File: src/rtl/dncmd_pkg.sv
package dncmd_pkg;

    localparam logic [7:0] OFS_HDR0 = 8'h00;
    localparam logic [7:0] OFS_HDR1 = 8'h04;
    localparam logic [7:0] OFS_HDR2 = 8'h08;
    localparam logic [7:0] OFS_DATA = 8'h0C;
    localparam logic [7:0] OFS_IEN  = 8'h6C;
    localparam logic [7:0] OFS_ISTS = 8'h70;

    localparam int GO_BIT = 3;

    localparam int STS_DONE     = 28;
    localparam int STS_NONFATAL = 6;
    localparam int STS_FATAL    = 5;
    localparam int STS_NORSP    = 4;
    localparam int STS_CRC      = 2;
    localparam int STS_WAITTO   = 1;
    localparam int STS_BUS      = 0;

    localparam logic [2:0] CMD_GET_CFG = 3'd1;

    typedef enum logic [1:0] {
        ST_IDLE  = 2'd0,
        ST_ISSUE = 2'd1,
        ST_WAIT  = 2'd2
    } dn_state_e;

endpackage

File: src/rtl/dncmd_fsm.sv
module dncmd_fsm
    import dncmd_pkg::*;
#(
    parameter int TMO_W = 16
) (
    input  logic             clk,
    input  logic             rst_n,
    input  logic             launch,
    input  logic             req_ready,
    input  logic             rsp_valid,
    input  logic [TMO_W-1:0] tmo_limit,
    output logic             req_valid,
    output logic             busy,
    output logic             done,
    output logic             timed_out
);

    dn_state_e        state_q, state_d;
    logic [TMO_W-1:0] cnt_q;
    logic             expire;

    assign expire = (cnt_q >= tmo_limit);

    always_comb begin
        state_d = state_q;
        unique case (state_q)
            ST_IDLE:  if (launch)                 state_d = ST_ISSUE;
            ST_ISSUE: if (req_ready)              state_d = ST_WAIT;
            ST_WAIT:  if (rsp_valid || expire)    state_d = ST_IDLE;
            default:                              state_d = ST_IDLE;
        endcase
    end

    always_ff @(posedge clk) begin
        if (!rst_n) begin
            state_q <= ST_IDLE;
            cnt_q   <= '0;
        end else begin
            state_q <= state_d;
            if (state_q == ST_WAIT && !expire)
                cnt_q <= cnt_q + 1'b1;
            else if (state_q != ST_WAIT)
                cnt_q <= '0;
        end
    end

    always_comb begin
        req_valid = 1'b0;
        busy      = 1'b1;
        done      = 1'b0;
        timed_out = 1'b0;
        unique case (state_q)
            ST_IDLE:  busy = 1'b0;
            ST_ISSUE: req_valid = 1'b1;
            ST_WAIT: begin
                done      = rsp_valid || expire;
                timed_out = !rsp_valid && expire;
            end
            default:  busy = 1'b0;
        endcase
    end


    launch_to_req_chk: assert property (@(posedge clk) disable iff (!rst_n)
        $rose(req_valid) |-> $past(launch));


    tmo_window_chk: assert property (@(posedge clk) disable iff (!rst_n)
        (state_q == ST_WAIT) |-> (cnt_q <= tmo_limit));


    done_clears_busy_chk: assert property (@(posedge clk) disable iff (!rst_n)
        done |=> !busy);

endmodule

File: src/rtl/dncmd_status.sv
module dncmd_status
    import dncmd_pkg::*;
#(
    parameter int ERR_W = 6
) (
    input  logic             clk,
    input  logic             rst_n,
    input  logic             ien_we,
    input  logic             sts_we,
    input  logic [31:0]      wdata,
    input  logic             evt,
    input  logic             evt_tmo,
    input  logic [ERR_W-1:0] evt_err,
    output logic [31:0]      sts_q,
    output logic [31:0]      ien_q,
    output logic             irq
);

    localparam int ERR_POS [ERR_W] = '{STS_NONFATAL, STS_FATAL, STS_NORSP,
                                       STS_CRC, STS_WAITTO, STS_BUS};

    logic [31:0] err_map;
    logic [31:0] set_vec;
    logic [31:0] clr_vec;

    generate
        for (genvar g = 0; g < ERR_W; g++) begin : g_map
            always_comb begin
                err_map[ERR_POS[ERR_W-1-g]] = evt_err[g];
            end
        end
    endgenerate

    always_comb begin
        set_vec = '0;
        if (evt) begin
            set_vec[STS_DONE]  = 1'b1;
            set_vec[STS_NORSP] = evt_tmo;
            if (!evt_tmo)
                set_vec = set_vec | (err_map & mask_bits());
        end
        clr_vec = sts_we ? wdata : 32'd0;
    end

    function automatic logic [31:0] mask_bits();
        logic [31:0] m;
        m = '0;
        for (int i = 0; i < ERR_W; i++) m[ERR_POS[i]] = 1'b1;
        return m;
    endfunction

    always_ff @(posedge clk) begin
        if (!rst_n) begin
            sts_q <= '0;
            ien_q <= '0;
        end else begin
            sts_q <= (sts_q & ~clr_vec) | set_vec;
            if (ien_we) ien_q <= wdata;
        end
    end

    assign irq = |(sts_q & ien_q);


    evt_sets_done_chk: assert property (@(posedge clk) disable iff (!rst_n)
        evt |=> sts_q[STS_DONE]);


    clear_holds_chk: assert property (@(posedge clk) disable iff (!rst_n)
        (sts_we && wdata[STS_CRC] && !evt) |=> !sts_q[STS_CRC]);

endmodule

File: src/rtl/dncmd_regif.sv
module dncmd_regif
    import dncmd_pkg::*;
#(
    parameter int TMO_W = 16,
    parameter int ERR_W = 6
) (
    input  logic             clk,
    input  logic             rst_n,
    input  logic             reg_wr,
    input  logic [7:0]       reg_addr,
    input  logic [31:0]      reg_wdata,
    output logic [31:0]      reg_rdata,
    input  logic [TMO_W-1:0] tmo_limit,
    output logic             req_valid,
    input  logic             req_ready,
    output logic [31:0]      req_hdr0,
    output logic [31:0]      req_hdr1,
    output logic [31:0]      req_hdr2,
    output logic [31:0]      req_data,
    input  logic             rsp_valid,
    input  logic [ERR_W-1:0] rsp_err,
    input  logic [31:0]      rsp_data,
    output logic             irq
);

    logic [31:0] hdr0_q, hdr1_q, hdr2_q, data_q;
    logic [31:0] sts_q, ien_q;
    logic        busy, done, timed_out, launch;
    logic        cmd_wr;

    assign cmd_wr = reg_wr && !busy;
    assign launch = cmd_wr && (reg_addr == OFS_HDR0) && reg_wdata[GO_BIT];

    dncmd_fsm #(.TMO_W(TMO_W)) u_fsm (
        .clk       (clk),
        .rst_n     (rst_n),
        .launch    (launch),
        .req_ready (req_ready),
        .rsp_valid (rsp_valid),
        .tmo_limit (tmo_limit),
        .req_valid (req_valid),
        .busy      (busy),
        .done      (done),
        .timed_out (timed_out)
    );

    dncmd_status #(.ERR_W(ERR_W)) u_sts (
        .clk     (clk),
        .rst_n   (rst_n),
        .ien_we  (reg_wr && reg_addr == OFS_IEN),
        .sts_we  (reg_wr && reg_addr == OFS_ISTS),
        .wdata   (reg_wdata),
        .evt     (done),
        .evt_tmo (timed_out),
        .evt_err (rsp_err),
        .sts_q   (sts_q),
        .ien_q   (ien_q),
        .irq     (irq)
    );

    always_ff @(posedge clk) begin
        if (!rst_n) begin
            hdr0_q <= '0;
            hdr1_q <= '0;
            hdr2_q <= '0;
            data_q <= '0;
        end else begin
            if (cmd_wr) begin
                unique case (reg_addr)
                    OFS_HDR0: hdr0_q <= {reg_wdata[31:8], 2'b00, reg_wdata[5:4],
                                         1'b0, reg_wdata[2:0]};
                    OFS_HDR1: hdr1_q <= reg_wdata;
                    OFS_HDR2: hdr2_q <= reg_wdata;
                    OFS_DATA: data_q <= reg_wdata;
                    default: ;
                endcase
            end
            if (done && !timed_out && hdr0_q[2:0] == CMD_GET_CFG)
                hdr1_q <= rsp_data;
        end
    end

    assign req_hdr0 = hdr0_q;
    assign req_hdr1 = hdr1_q;
    assign req_hdr2 = hdr2_q;
    assign req_data = data_q;

    always_comb begin
        unique case (reg_addr)
            OFS_HDR0: reg_rdata = hdr0_q | (32'(busy) << GO_BIT);
            OFS_HDR1: reg_rdata = hdr1_q;
            OFS_HDR2: reg_rdata = hdr2_q;
            OFS_DATA: reg_rdata = data_q;
            OFS_IEN:  reg_rdata = ien_q;
            OFS_ISTS: reg_rdata = sts_q;
            default:  reg_rdata = '0;
        endcase
    end


    req_hold_chk: assert property (@(posedge clk) disable iff (!rst_n)
        (req_valid && !req_ready) |=> (req_valid && $stable(req_hdr0) &&
        $stable(req_hdr1) && $stable(req_hdr2) && $stable(req_data)));


    busy_guard_chk: assert property (@(posedge clk) disable iff (!rst_n)
        (busy && !done) |=> ($stable(hdr0_q) && $stable(hdr1_q) &&
        $stable(hdr2_q) && $stable(data_q)));

endmodule

File: config.mk
export PLATFORM = sky130hd
export DESIGN_NAME = dncmd_regif
export DESIGN_NICKNAME = d
export VERILOG_FILES = /design/src/rtl/dncmd_pkg.sv /design/src/rtl/dncmd_fsm.sv /design/src/rtl/dncmd_status.sv /design/src/rtl/dncmd_regif.sv
export SDC_FILE = /design/constraint.sdc
export NUM_CORES = 1
export LEC_CHECK = 0
export ABC_AREA = 1
export BUFFER_PORTS_ARGS = -buffer_cell sky130_fd_sc_hd__buf_4
export CAP_MARGIN = 20
export CORE_UTILIZATION = 33
export CTS_CLUSTER_DIAMETER = 30
export CTS_CLUSTER_SIZE = 30
export DETAILED_ROUTE_END_ITERATION = 10
export GPL_ROUTABILITY_DRIVEN = 1
export PLACE_DENSITY_LB_ADDON = 0.08
export SYNTH_ARGS = -nofsm -noshare
export SYNTH_HDL_FRONTEND = slang
export SYNTH_SLANG_ARGS = --single-unit
File: constraint.sdc
create_clock -name clk -period 3.6 [get_ports clk]
set_clock_uncertainty 0.1 [all_clocks]
set_input_delay 0.72 -clock clk [delete_from_list [all_inputs] [get_ports clk]]
set_output_delay 0.72 -clock clk [all_outputs]
set_load 0.02 [all_outputs]
# Word level (Yosys, flattened, before mapping)

Cells that the tools add are included.
Widths: inputs -> output; s select.

Register bits: 207
Output and inout port bits: 162
Logic and storage cells: 71

$add $sub $neg: 1
Magnitude comparators: 1
Eq/ne operators: 12
Muxes and demuxes: 17
Bitwise logic cells: 6
Reduce and logical (&&, ||, !) cells: 26

Operators by type and width:

| cell                  | number |
|---|---|
| $mux 32               | 6 |
| $pmux 32 s6           | 1 |
| $and 32x32->32        | 2 |
| $mux 16               | 2 |
| $not 32->32           | 1 |
| $or 32x32->32         | 1 |
| $or 32x4->32          | 1 |
| $reduce_or 32->1      | 1 |
| $or 29x7->29          | 1 |
| $add 16x1->16 const B | 1 |
| $eq 8x4->1 const B    | 2 |
| $eq 8x7->1 const B    | 2 |
| $ge 16x16->1          | 1 |
| $logic_and 1x1->1     | 9 |
| $eq 8x3->1 const B    | 1 |
| $logic_not 8->1       | 1 |
| $ne 2x2->1 const B    | 4 |
| $reduce_and 2->1      | 4 |
| $mux 2                | 3 |
| $pmux 2 s3            | 1 |
| $reduce_bool 2->1     | 3 |
| $logic_not 1->1       | 4 |
| $mux 1                | 4 |
| $eq 3x1->1 const B    | 1 |
| 6 further kinds       | 6 |

# Longest topological paths before layout

Word-level depth: 9
Gate-level depth with buffers: 16
Gate-level depth less buffers: 16

# Modules after synthesis

Synthesis repeated with hierarchy kept, for this count alone.

Cell total of the unflattened synthesis: 1859
Area total of the unflattened synthesis: 11506.0 um2

By module, submodules not included:

| module       | times used | cells an instance | area each (um2) | sequential area each (um2) |
|---|---|---|---|---|
| dncmd_regif  | 1          | 1312              | 7463.4          | 2502.4 |
| dncmd_status | 1          | 319               | 2451.1          | 1281.2 |
| dncmd_fsm    | 1          | 228               | 1591.5          | 360.3 |

# Worst setup path before layout

No wires, ideal clock.

Path type: input -> output
Start: input reg_addr[5]
End: output reg_rdata[1]
Arrival: 1.866 ns
Data required time: 2.780 ns
Slack: 0.914 ns
Cell stages on the path: 9
Path buffers: 1
Path through: inv_1 nor3_1 nand4_2 inv_2 buf_2 nand2_1 o21ai_0 a21oi_1 nand4_1

Cells in the longest elaborated chain, start to end: 2
Elaborated cells between the ends (all ways): 7

RTL lines:

| item                               | RTL line          | source |
|---|---|---|
| from (decl)                        | dncmd_regif.sv:10 | `input logic [7:0] reg_addr,` |
| $eq 8x7->1 (tied with other cells) | dncmd_regif.sv:89 | `unique case (reg_addr)` |
| $pmux 32 s6 (*)                    | dncmd_regif.sv:89 |  |
| to (decl)                          | dncmd_regif.sv:12 | `output logic [31:0] reg_rdata,` |

Mark *: on every way between the ends. The rest lies on a longest branch, timed or not.

# Worst setup path in the final report

Start: input reg_addr[7]
End: output reg_rdata[8]

Same word-level chain as after synthesis.

==> summary.txt <==
Setup path
  • CP most frequent cell: buf_4
  • WP data required: 2780 ps
  • Critical path, cell by cell: buf_4 -> inv_1 -> nand2_1 -> nor3_1 -> nand4_2 -> inv_2 -> buf_4 -> nand2_1 -> o21ai_0 -> a21oi_1 -> nand4_1 -> buf_4
  • Crit end category: primary output
  • CP arrival: 2360 ps
  • Slowest CP cell: inv_2
  • WP buf/inv: 5
  • CP top delay family: buffers and inverters
  • Critical Path Source Type: input pin
  • Crit Path Max Fanout: 12
  • Setup Crit Path Kind: input pin to primary output
  • CP max stage delay: 320 ps

Die
  • Core area: 28,800 µm²
  • Die Span X: 173 µm
  • Die area: 30,000 µm²
  • Ports: 261
  • Initial Utilization: 0.336
  • Num rows: 62
  • Die height: 173 µm

Placed design
  • Routability Congestion: 0.851
  • Placed cells: 1,908
  • Final HPWL from detailed placement: 25,000 µm
  • PortBufs: 257

Clock tree
  • CTS max path bufs: 3
  • Total CTS buffers: 47
  • CTS tree: done
  • Hold buffers post-CTS: 0
  • Post-CTS Resized: 0
  • Root buffer cell: clkbuf_16
  • Post-CTS setup buffer count: 0
  • Clock-pin slew on the worst setup and hold paths: 50 ps
  • CTS sink cnt: 207
  • Clk_lat worst skew: 510 ps
  • Total number of H-tree levels: 2

Logic synthesis
  • Post-synth EDFFs: 0
  • Post-Synth XOR/XNOR Area: 0.00724
  • Area contributors post-synth: dfxtp_1 43%, a21oi_1 9.8%, nand2_1 9.6%
  • Main combinational cell family by area after synthesis: compound AO/OA/AOI/OAI gates
  • Asr flop ratio synth: 0
  • Synth Warn #: 0
  • Mux contribution to synthesized area: 0
  • Synth Area in Simple Gates: 0.180
  • Post-synthesis register bit count: 207
  • Mean Syn Cell Area: 7.36 µm²
  • Post-synthesis sequential area ratio: 0.428
  • Cells after Synth: 1,316
  • Compound-Gate Fraction of Synth Area: 0.259
  • Synthesized cell area: 9680 µm²
  • Netlist cell types: 37
  • Adder-cell share of the synthesized area: 0.0258
  • Synth Flop Type: dfxtp_1
  • Top cell type by total area after synthesis: dfxtp_1
  • Post-synth top area share: 0.428

Final layout
  • Multi-input gate area: 4610 µm²
  • Final Net Count: 1,692
  • Fraction of layout cells with a size suffix above 1: 0.261
  • Layout fillers: 2,927
  • Storage element area: 4140 µm²
  • Final instance count without filler cells: 1,994
  • Most frequent cells in the layout: 289 x buf_4, 248 x nand2_1, 207 x dfxtp_1, 190 x a21oi_1, 161 x o21ai_0
  • Most common cell after layout, fill and taps aside: buf_4
  • Area Growth Syn to Fin: 41.8%
  • Antenna Cells: 0

Detailed routing
  • WL met3: 2290 µm
  • WL final: 36,100 µm
  • Met2 wire len: 16,200 µm
  • Iter 0 DRT Violations: 598
  • WL per Instance: 18.1 µm
  • Initial DRT Pass Iterations: 6
  • ANT nets after route: 0
  • Drc violations: 0
  • Vias/cell: 5.00
  • Routed met1 length: 16,900 µm
  • DR vias: 9,965
  • Top layer in use: met4

Global route
  • Largest net degree at the start of global routing: 85
  • Total congestion overflow: 0
  • Initial antenna violation count: 0
  • First-pass GRT wire length: 55,800 µm
  • Number of global-route vias before repair: 9,585
  • Gr usage total: 0.237

STA
  • RSZ-0062 raised after global routing: no
  • Final Cycle Share: 0.884
  • Tmin final: 3180 ps
  • Worst slew margin: 0.461
  • Worst-Margin Slew: 809 ps
  • Max Freq: 0.314 GHz
  • # setup viols final: 0
  • Final hold vios: 0
  • Slew Limit Fails: 0
  • Setup TNS: 0 ps

Power and ir drop
  • LEAKAGE: 6.07 nW
  • Worst vdd ir: 0.000330 V
  • Pwr per Cell Area: 534 nW/µm²

Worst hold path
  • HP Class: flip-flop to flip-flop

Job
  • Number of max-cap violations: 0

Run status
  • Status: finished clean
==> layer usage <==
layer | track usage | vias up
met3 | 0.0513 | 57
met4 | 0.0708 | 0
met2 | 0.380 | 321
li1 | - | 4972
met5 | 0 | -
met1 | 0.319 | 4615
==> metrics by stage <==
| step | hold slack (ps) | total power (W) | instance area (µm²) | util | setup WS, ps |
|---|---|---|---|---|---|
| after global routing | 351 | 0.00754 | 13700 | 0.477 | 266 |
| final | 365 | 0.00732 | 13700 | 0.477 | 419 |
| after global placement | 352 | 0.00281 | 12000 | 0.418 | 485 |
| after CTS | 349 | 0.00738 | 13700 | 0.477 | 405 |
| after floorplan | 339 | 0.00262 | 9690 | - | 914 |
| after detailed placement | 357 | 0.00281 | 12000 | 0.418 | 419 |
==> state kept, by name, summed over array words and instances (netlist names) <==
signal	cells
req_hdr0	29
req_data	32
req_hdr1	32
u_sts.ien_q	32
u_sts.sts_q	32
req_hdr2	32
u_fsm.cnt_q	16
u_fsm.state_q	2
==> final cells by class <==
cell class / count / share of cell area
Clock inverter: 24 / 0.0271
Multi-Input combinational cell: 873 / 0.336
Clock buffer: 62 / 0.0971
Sequential cell: 207 / 0.302
Tap cell: 384 / 0.0350
Timing Repair Buffer: 291 / 0.161
Inverter: 153 / 0.0419
==> cell families (layout without fill, tap and decap cells) <==
family	count (synthesis)	count (layout)
other cells	1	3
fa+ha+maj	20	20
buf+inv	238	530
xor+xnor	8	8
compound gates	436	436
simple gates	406	406
flops	207	207
==> worst paths after layout <==
path	start	endpoint	slack, ps	cells after the start
worst min-delay path	u_sts.ien_q[19]	u_sts.ien_q[19]	370	2
worst min register to register	u_sts.ien_q[19]	u_sts.ien_q[19]	370	2
worst max register to register	u_fsm.state_q[0]	req_hdr1[27]	890	10
worst max-delay path	reg_addr[7]	reg_rdata[8]	420	12
==> worst reg2reg max path, stage by stage, from the launching register on <==
cell and delay [ps]:
dfxtp_1 360, inv_1 80, ha_1 190, buf_4 190, nand2_1 70, inv_1 120
nand2_1 500, nand2_1 190, inv_1 550, nand2_1 110, a21oi_1 170
==> synth_stat cells, types with 20 or more instances <==
cell	n
a211oi_2	28
clkbuf_1	51
a21oi_1	190
buf_2	23
nor3_1	20
ha_1	20
inv_1	149
nand2_1	248
nand3_1	27
nor2_1	60
o21ai_0	161
o211ai_1	25
nand4_1	39
dfxtp_1	207
==> report_power, final <==
part / internal, W / total (W) / leakage (nW) / switching [W]
sequential: 0.00232 / 0.00234 / 1.67 / 0.0000206
combinational: 0.000162 / 0.000428 / 3.57 / 0.000266
clock: 0.00322 / 0.00455 / 0.834 / 0.00133
No activity file was read; power rests on OpenSTA's default activity.
